## src/rtl/chan_pkg.sv

```systemverilog
package chan_pkg;
  typedef enum logic [1:0] {
    RX_IDLE  = 2'd0,
    RX_START = 2'd1,
    RX_DATA  = 2'd2,
    RX_STOP  = 2'd3
  } rx_state_e;
endpackage

```

## src/rtl/chan_edge.sv

```systemverilog
// Synchronizes an external 1X clock and emits a one-cycle strobe on the chosen edge.
module chan_edge #(
  parameter bit RISING = 1'b1
) (
  input  logic clk,
  input  logic rst,
  input  logic async_i,
  output logic strobe_o
);
  logic s1, s2, s3;

  always_ff @(posedge clk) begin
    if (rst) begin
      s1 <= 1'b0;
      s2 <= 1'b0;
      s3 <= 1'b0;
    end else begin
      s1 <= async_i;
      s2 <= s1;
      s3 <= s2;
    end
  end

  generate
    if (RISING) begin : g_rise
      assign strobe_o = s2 & ~s3;
    end else begin : g_fall
      assign strobe_o = ~s2 & s3;
    end
  endgenerate
endmodule

```

## src/rtl/chan_tx.sv

```systemverilog
module chan_tx #(
  parameter int DATA_W = 8,
  parameter int OVS    = 16
) (
  input  logic              clk,
  input  logic              rst,
  input  logic              en_i,
  input  logic              cts_n_i,
  input  logic              wr_i,
  input  logic [DATA_W-1:0] wdata_i,
  input  logic              ext_sel_i,
  input  logic              tick16_i,
  input  logic              ext_fall_i,
  output logic              line_o,
  output logic              ready_o,
  output logic              work_o
);
  localparam int CW  = $clog2(OVS);
  localparam int BCW = $clog2(DATA_W + 2);

  logic [CW-1:0]   ph;
  logic            hold_full;
  logic [DATA_W-1:0] hold_q;
  logic            busy;
  logic [BCW-1:0]  remain;
  logic [DATA_W:0] shreg;
  logic            bit_stb, start_now;

  always_ff @(posedge clk) begin
    if (rst) ph <= '0;
    else if (tick16_i) ph <= (ph == CW'(OVS - 1)) ? '0 : ph + 1'b1;
  end

  assign bit_stb   = ext_sel_i ? ext_fall_i : (tick16_i && ph == CW'(OVS - 1));
  assign start_now = bit_stb && (!busy || remain == '0) && hold_full && en_i && !cts_n_i;

  always_ff @(posedge clk) begin
    if (rst) begin
      hold_full <= 1'b0;
      hold_q    <= '0;
    end else begin
      if (start_now) hold_full <= 1'b0;
      if (wr_i && en_i && !hold_full) begin
        hold_full <= 1'b1;
        hold_q    <= wdata_i;
      end
    end
  end

  always_ff @(posedge clk) begin
    if (rst) begin
      busy   <= 1'b0;
      line_o <= 1'b1;
      remain <= '0;
      shreg  <= '1;
    end else if (bit_stb) begin
      if (busy && remain != '0) begin
        line_o <= shreg[0];
        shreg  <= {1'b1, shreg[DATA_W:1]};
        remain <= remain - 1'b1;
      end else if (start_now) begin
        busy   <= 1'b1;
        line_o <= 1'b0;
        shreg  <= {1'b1, hold_q};
        remain <= BCW'(DATA_W + 1);
      end else begin
        busy   <= 1'b0;
        line_o <= 1'b1;
      end
    end
  end

  assign ready_o = en_i & ~hold_full;
  assign work_o  = busy | hold_full;
endmodule

```

## src/rtl/chan_rx.sv

```systemverilog
module chan_rx
  import chan_pkg::*;
#(
  parameter int DATA_W = 8,
  parameter int OVS    = 16
) (
  input  logic              clk,
  input  logic              rst,
  input  logic              en_i,
  input  logic              ser_i,
  input  logic              ext_sel_i,
  input  logic              tick16_i,
  input  logic              ext_rise_i,
  output logic              push_o,
  output logic [DATA_W-1:0] pdata_o,
  output logic              pferr_o
);
  localparam int CW = $clog2(OVS);
  localparam int BW = $clog2(DATA_W + 1);

  rx_state_e       state;
  logic [CW-1:0]   tcnt;
  logic [BW-1:0]   nbits;
  logic [DATA_W-1:0] shreg;
  logic            samp;

  assign samp = ext_sel_i ? ext_rise_i : (tick16_i && tcnt == CW'(OVS / 2 - 1));

  always_ff @(posedge clk) begin
    if (rst) begin
      state   <= RX_IDLE;
      tcnt    <= '0;
      nbits   <= '0;
      shreg   <= '0;
      push_o  <= 1'b0;
      pdata_o <= '0;
      pferr_o <= 1'b0;
    end else begin
      push_o <= 1'b0;
      if (!en_i) begin
        state <= RX_IDLE;
      end else begin
        if (state != RX_IDLE && tick16_i) tcnt <= tcnt + 1'b1;
        case (state)
          RX_IDLE: begin
            if (ext_sel_i) begin
              if (ext_rise_i && !ser_i) begin
                state <= RX_DATA;
                nbits <= '0;
              end
            end else if (tick16_i && !ser_i) begin
              state <= RX_START;
              tcnt  <= '0;
            end
          end
          RX_START: begin
            if (samp) begin
              state <= ser_i ? RX_IDLE : RX_DATA;
              nbits <= '0;
            end
          end
          RX_DATA: begin
            if (samp) begin
              shreg <= {ser_i, shreg[DATA_W-1:1]};
              nbits <= nbits + 1'b1;
              if (nbits == BW'(DATA_W - 1)) state <= RX_STOP;
            end
          end
          RX_STOP: begin
            if (samp) begin
              push_o  <= 1'b1;
              pdata_o <= shreg;
              pferr_o <= ~ser_i;
              state   <= RX_IDLE;
            end
          end
          default: state <= RX_IDLE;
        endcase
      end
    end
  end
endmodule

```

## src/rtl/chan_rxfifo.sv

```systemverilog
// DEPTH must be a power of two.
module chan_rxfifo #(
  parameter int W     = 9,
  parameter int DEPTH = 4
) (
  input  logic         clk,
  input  logic         rst,
  input  logic         push_i,
  input  logic [W-1:0] pdata_i,
  input  logic         pop_i,
  output logic [W-1:0] head_o,
  output logic         empty_o,
  output logic         full_o,
  output logic         ovf_o
);
  localparam int AW = $clog2(DEPTH);

  logic [W-1:0]  mem [DEPTH];
  logic [AW-1:0] wptr, rptr;
  logic [AW:0]   cnt;
  logic          do_push, do_pop;

  assign empty_o = (cnt == '0);
  assign full_o  = (cnt == (AW + 1)'(DEPTH));
  assign do_push = push_i && !full_o;
  assign do_pop  = pop_i && !empty_o;
  assign ovf_o   = push_i && full_o;
  assign head_o  = mem[rptr];

  always_ff @(posedge clk) begin
    if (do_push) mem[wptr] <= pdata_i;
  end

  always_ff @(posedge clk) begin
    if (rst) begin
      wptr <= '0;
      rptr <= '0;
      cnt  <= '0;
    end else begin
      if (do_push) wptr <= wptr + 1'b1;
      if (do_pop)  rptr <= rptr + 1'b1;
      case ({do_push, do_pop})
        2'b10:   cnt <= cnt + 1'b1;
        2'b01:   cnt <= cnt - 1'b1;
        default: cnt <= cnt;
      endcase
    end
  end
endmodule

```

## src/rtl/serial_chan.sv

```systemverilog
module serial_chan #(
  parameter int DATA_W = 8,
  parameter int OVS    = 16,
  parameter int DEPTH  = 4
) (
  input  logic              clk,
  input  logic              rst,
  input  logic              tick16_i,
  input  logic              tx_en_i,
  input  logic              rx_en_i,
  input  logic              loopback_i,
  input  logic              tx_ext_sel_i,
  input  logic              rx_ext_sel_i,
  input  logic              ext_txclk_i,
  input  logic              ext_rxclk_i,
  input  logic              rxd_i,
  output logic              txd_o,
  input  logic              cts_n_i,
  input  logic              rts_req_i,
  input  logic              rts_auto_tx_i,
  input  logic              rts_auto_rx_i,
  output logic              rts_n_o,
  input  logic              wr_i,
  input  logic [DATA_W-1:0] wdata_i,
  output logic              tx_ready_o,
  input  logic              rd_i,
  output logic [DATA_W-1:0] rdata_o,
  output logic              rd_ferr_o,
  output logic              rx_ready_o,
  output logic              rx_full_o,
  output logic              overrun_o,
  input  logic              ovr_clr_i,
  input  logic              rx_irq_sel_i,
  output logic              rx_irq_n_o,
  output logic              tx_rdy_n_o
);
  localparam int FW = DATA_W + 1;

  logic tx_fall, rx_rise, tx_line, tx_work;
  logic cts_s1, cts_s2, ser_s1, ser_s2;
  logic push, pferr, empty, full, ovf;
  logic [DATA_W-1:0] pdata;
  logic [FW-1:0] head;

  chan_edge #(.RISING(1'b0)) u_txclk (
    .clk(clk), .rst(rst), .async_i(ext_txclk_i), .strobe_o(tx_fall));
  chan_edge #(.RISING(1'b1)) u_rxclk (
    .clk(clk), .rst(rst), .async_i(ext_rxclk_i), .strobe_o(rx_rise));

  always_ff @(posedge clk) begin
    if (rst) begin
      cts_s1 <= 1'b1;
      cts_s2 <= 1'b1;
      ser_s1 <= 1'b1;
      ser_s2 <= 1'b1;
    end else begin
      cts_s1 <= cts_n_i;
      cts_s2 <= cts_s1;
      ser_s1 <= loopback_i ? tx_line : rxd_i;
      ser_s2 <= ser_s1;
    end
  end

  chan_tx #(.DATA_W(DATA_W), .OVS(OVS)) u_tx (
    .clk(clk), .rst(rst), .en_i(tx_en_i), .cts_n_i(cts_s2),
    .wr_i(wr_i), .wdata_i(wdata_i), .ext_sel_i(tx_ext_sel_i),
    .tick16_i(tick16_i), .ext_fall_i(tx_fall),
    .line_o(tx_line), .ready_o(tx_ready_o), .work_o(tx_work));

  chan_rx #(.DATA_W(DATA_W), .OVS(OVS)) u_rx (
    .clk(clk), .rst(rst), .en_i(rx_en_i), .ser_i(ser_s2),
    .ext_sel_i(rx_ext_sel_i), .tick16_i(tick16_i), .ext_rise_i(rx_rise),
    .push_o(push), .pdata_o(pdata), .pferr_o(pferr));

  chan_rxfifo #(.W(FW), .DEPTH(DEPTH)) u_fifo (
    .clk(clk), .rst(rst), .push_i(push), .pdata_i({pferr, pdata}),
    .pop_i(rd_i), .head_o(head), .empty_o(empty), .full_o(full), .ovf_o(ovf));

  assign rdata_o    = head[DATA_W-1:0];
  assign rd_ferr_o  = head[DATA_W];
  assign rx_ready_o = ~empty;
  assign rx_full_o  = full;

  always_ff @(posedge clk) begin
    if (rst) begin
      txd_o      <= 1'b1;
      rts_n_o    <= 1'b1;
      overrun_o  <= 1'b0;
      rx_irq_n_o <= 1'b1;
      tx_rdy_n_o <= 1'b1;
    end else begin
      txd_o      <= loopback_i ? 1'b1 : tx_line;
      rts_n_o    <= ~((rts_req_i | (rts_auto_tx_i & tx_work)) & ~(rts_auto_rx_i & full));
      if (ovf) overrun_o <= 1'b1;
      else if (ovr_clr_i) overrun_o <= 1'b0;
      rx_irq_n_o <= ~(rx_irq_sel_i ? full : ~empty);
      tx_rdy_n_o <= ~tx_ready_o;
    end
  end
endmodule

```

## config.mk

```make
export PLATFORM = sky130hd
export DESIGN_NAME = serial_chan
export DESIGN_NICKNAME = d
export VERILOG_FILES = /design/src/rtl/chan_pkg.sv /design/src/rtl/chan_edge.sv /design/src/rtl/chan_tx.sv /design/src/rtl/chan_rx.sv /design/src/rtl/chan_rxfifo.sv /design/src/rtl/serial_chan.sv
export SDC_FILE = /design/constraint.sdc
export NUM_CORES = 1
export LEC_CHECK = 0
export CORE_MARGIN = 5
export CORE_UTILIZATION = 40
export DETAILED_ROUTE_END_ITERATION = 7
export PLACE_DENSITY = 0.69
export SYNTH_ARGS = -nofsm -noshare
export SYNTH_HDL_FRONTEND = slang
export SYNTH_SLANG_ARGS = --single-unit
export TNS_END_PERCENT = 20
```

## constraint.sdc

```tcl
create_clock -name clk -period 2.2 [get_ports clk]
set_clock_uncertainty 0.1 [all_clocks]
set_input_delay 0.44 -clock clk [delete_from_list [all_inputs] [get_ports clk]]
set_output_delay 0.44 -clock clk [all_outputs]
set_load 0.02 [all_outputs]
```

==> out/metrics.cfg <==
[floorplan]
chipWidth_um=119
io_pins=44
die_area_sq_um=14200
start_util=0.412
row_count=39
coreArea_sq_um=11600
die_y_um=119

[final_layout]
drive_gt1_frac=0.181
post-route-util=0.522
instances_no_fill=645
nets=527
synthToLayoutAreaGrowth_pct=26.6
fin_area_sq_um=6030
antenna_cells=0
fillers=974

[cts]
clk_pin_slew_worst_paths_ns=0.05
cts_root_buffer=clkbuf_16
cts_tree=built
clock_path_buffers=2
cts_made_buffers=17
clk_latency_ns=0.40
cts.sinks=115
postCtsHoldBufs=0
h-tree-depth=4

[power]
p_leak_nw=2.21
ir_drop_mv=0.726
power.internal_mw=4.29
switching_share=0.192
seq_power_share=0.418
clkPwrFrac=0.546
switchingPower_mw=1.02
power_frac_comb=0.037
cellPowerDensity_nw_per_um2=879

[worst_setup_path]
critPathSlowestCell=mux4_2
rr_worst_depth=9
critPathKind=reg2out
required_ns=1.66
worstPathCellList=buf_12 -> mux4_2 -> buf_2
critical_path_buf_inv_count=2
rrSetupSlack_ns=0.14
timing.rr.start=u_fifo.cnt[1]$_SDFFE_PP0P_
critPathMaxFanout=9
crit_family=multiplexers
r2r_end=u_fifo.cnt[2]$_SDFFE_PP0P_
cp.arrival_ns=1.58
worst_setup_path_start_kind=flip-flop
cp-end-kind=primary output
critPathMaxStageDelay_ns=0.49

[synth]
synth_area_sq_um=4770
yosys.area.top_type=dfxtp_1
synth_area_leaders=dfxtp_1 (33%), edfxtp_1 (23%), a21oi_1 (4.6%)
syn_nets=468
synth_commonest_cells=dfxtp_1 (79), a21oi_1 (44), edfxtp_1 (36)
synth_area_per_cell_sq_um=11.1
synth_edf_count=36
synthMuxAreaShare=0.0656
synth-warning-count=0
synth-seq-cells=115
yosys.area_share.adder=0.0304
synth_xor_area_frac=0.0165
yosysSeqAreaShare=0.558
yosysTopAreaCellShare=0.332
synthSimpleGateAreaFrac=0.147
synthCells=430
synthArstFlopShare=0
synth_compound_area_frac=0.142
synth_cell_types=58
ys.flop_type=dfxtp_1
synth_top_family_by_area=simple AND/OR/NAND/NOR gates
yosysMostFrequentCell=dfxtp_1

[global_routing]
grt_max_degree=42
track_usage=0.139
antenna_found_initial=0
grt_pass1_wl_um=15900
grt_overflow=0
grt_pass1_vias=3315

[sta]
post-route-period-util=0.962
final-hold-violation-count=0
final-setup-viol-count=0
fmax_mhz=472
worst_pin_slew_ns=0.600
period_minus_slack_ns=2.12
rsz0062_at_grt=yes
drv_slew=0
slew-limit-headroom=0.599

[hold_path]
hold_class=reg2reg
hp-start=cts_s1$_SDFF_PP1_
whs_path_depth=1
min_to=cts_s2$_SDFF_PP1_

[outcome]
status=complete, no violations

[run]
drv_cap=0

[detailed_routing]
drc=0
antenna_left=0
vias=3354
drt_iter0_drc=187
wire_per_inst_um=14.3
dr.pass1.iters=4
routed_wl_um=9220
vias_per_cell=5.20

[place]
portBuffers=43
gp_congestion=0.747
placed_cells=611
hpwl_um=6140
dpl_cell_area_sq_um=5440

cells in the final DEF (no fill, tap or decap), types with 5 or more instances in the layout:
cell type and instances:
dfxtp_1 76, a21oi_1 44, edfxtp_1 36, nand3_1 30
o21ai_1 30, clkdlybuf4s50_1 30, nand2_1 21, buf_4 19
nor2_1 17, clkbuf_16 17, o21ai_0 13, inv_1 12
mux2i_1 11, nor2b_1 10, buf_2 10, mux4_2 9
ha_1 9, or3_1 8, o211ai_1 8, and2_1 7
xor2_1 7, bufinv_16 5
flip-flops by register name (all words and copies together), names as in the netlist, 2 cells and up, named ones only:
register	flops
u_fifo.cnt	3
u_fifo.mem	36
u_fifo.rptr	2
u_fifo.wptr	2
u_rx.nbits	4
u_rx.pdata_o	8
u_rx.shreg	8
u_rx.state	2
u_rx.tcnt	4
u_tx.hold_q	8
u_tx.ph	4
u_tx.remain	4
u_tx.shreg	8
worst register-to-register path, delay by kind of cell, from the launching register on:
family / cells / cell delay [ns]
xor+xnor: 1 / 0.16
flops: 1 / 0.35
fa+ha+maj: 2 / 0.51
simple gates: 3 / 0.64
buf+inv: 2 / 0.10
compound gates: 1 / 0.13
routing by layer:
| metal | global-route usage | routed length [um] | up-vias |
|---|---|---|---|
| met5 | 0 | 0 | - |
| met3 | 0.0450 | 381 | 14 |
| met2 | 0.227 | 4470 | 59 |
| met4 | 0.0608 | 146 | 0 |
| li1 | - | - | 1684 |
| met1 | 0.167 | 4220 | 1597 |
logic make-up (layout without fill, tap and decap cells):
family / after synthesis / after routing
multiplexers: 20 / 20
flip-flops: 115 / 115
AND/OR/NAND/NOR: 124 / 124
adder cells (fa/ha/maj): 11 / 11
XOR/XNOR: 9 / 9
AO/OA/AOI/OAI: 112 / 112
buffers and inverters: 39 / 111
power groups by stage:
stage / Sequential [mW] / Clock, mW / Combinational, mW
2_1_floorplan: 2.26 / 0 / 0.103
3_3_place_gp: 2.26 / 0 / 0.190
3_5_place_dp: 2.26 / 0 / 0.195
4_1_cts: 2.22 / 2.95 / 0.196
5_1_grt: 2.22 / 3.07 / 0.213
6_report: 2.22 / 2.90 / 0.194
worst max-delay path by stage:
stage,start,to,slack (ns),depth (start not counted)
after floorplan,u_fifo.cnt[1]$_SDFFE_PP0P_,u_fifo.cnt[2]$_SDFFE_PP0P_,-0.009,10
after global placement,rd_i,u_fifo.cnt[2]$_SDFFE_PP0P_,-0.13,8
after detailed placement,rd_i,u_fifo.cnt[2]$_SDFFE_PP0P_,-0.18,8
after CTS,flip-flop,rd_ferr_o,-0.05,3
after global routing,u_fifo.cnt[1]$_SDFFE_PP0P_,u_fifo.cnt[2]$_SDFFE_PP0P_,-0.04,9
final,flip-flop,rdata_o[5],0.08,3
repair_timing:
| action | CTS | global route |
|---|---|---|
| resized for setup | 38 | 3 |
| endpoints found under the setup margin | 12 | 2 |
| buffers inserted | 0 | 2 |
| cloned | 0 | 0 |
final cells by class:
cell class,instances,area (sq um),share of cell area
clock buffers,20,437,0.0724
clock inverters,12,186,0.0309
repair buffers,65,579,0.0960
well taps,143,179,0.0296
multi-input cells,276,1930,0.321
inverters,14,52.6,0.00871
flip-flops and latches,115,2670,0.442
per-stage QoR:
stage | hold WS [ns] | TNS (ns) | worst slack [ns] | power, mW
6_report | 0.313 | 0 | 0.0827 | 5.31
2_1_floorplan | 0.289 | -0.00914 | -0.00914 | 2.36
3_5_place_dp | 0.303 | -0.330 | -0.182 | 2.45
4_1_cts | 0.319 | -0.0467 | -0.0467 | 5.36
5_1_grt | 0.325 | -0.0358 | -0.0358 | 5.50
3_3_place_gp | 0.295 | -0.176 | -0.133 | 2.45
Note: power is estimated with default switching activity, not from simulation.
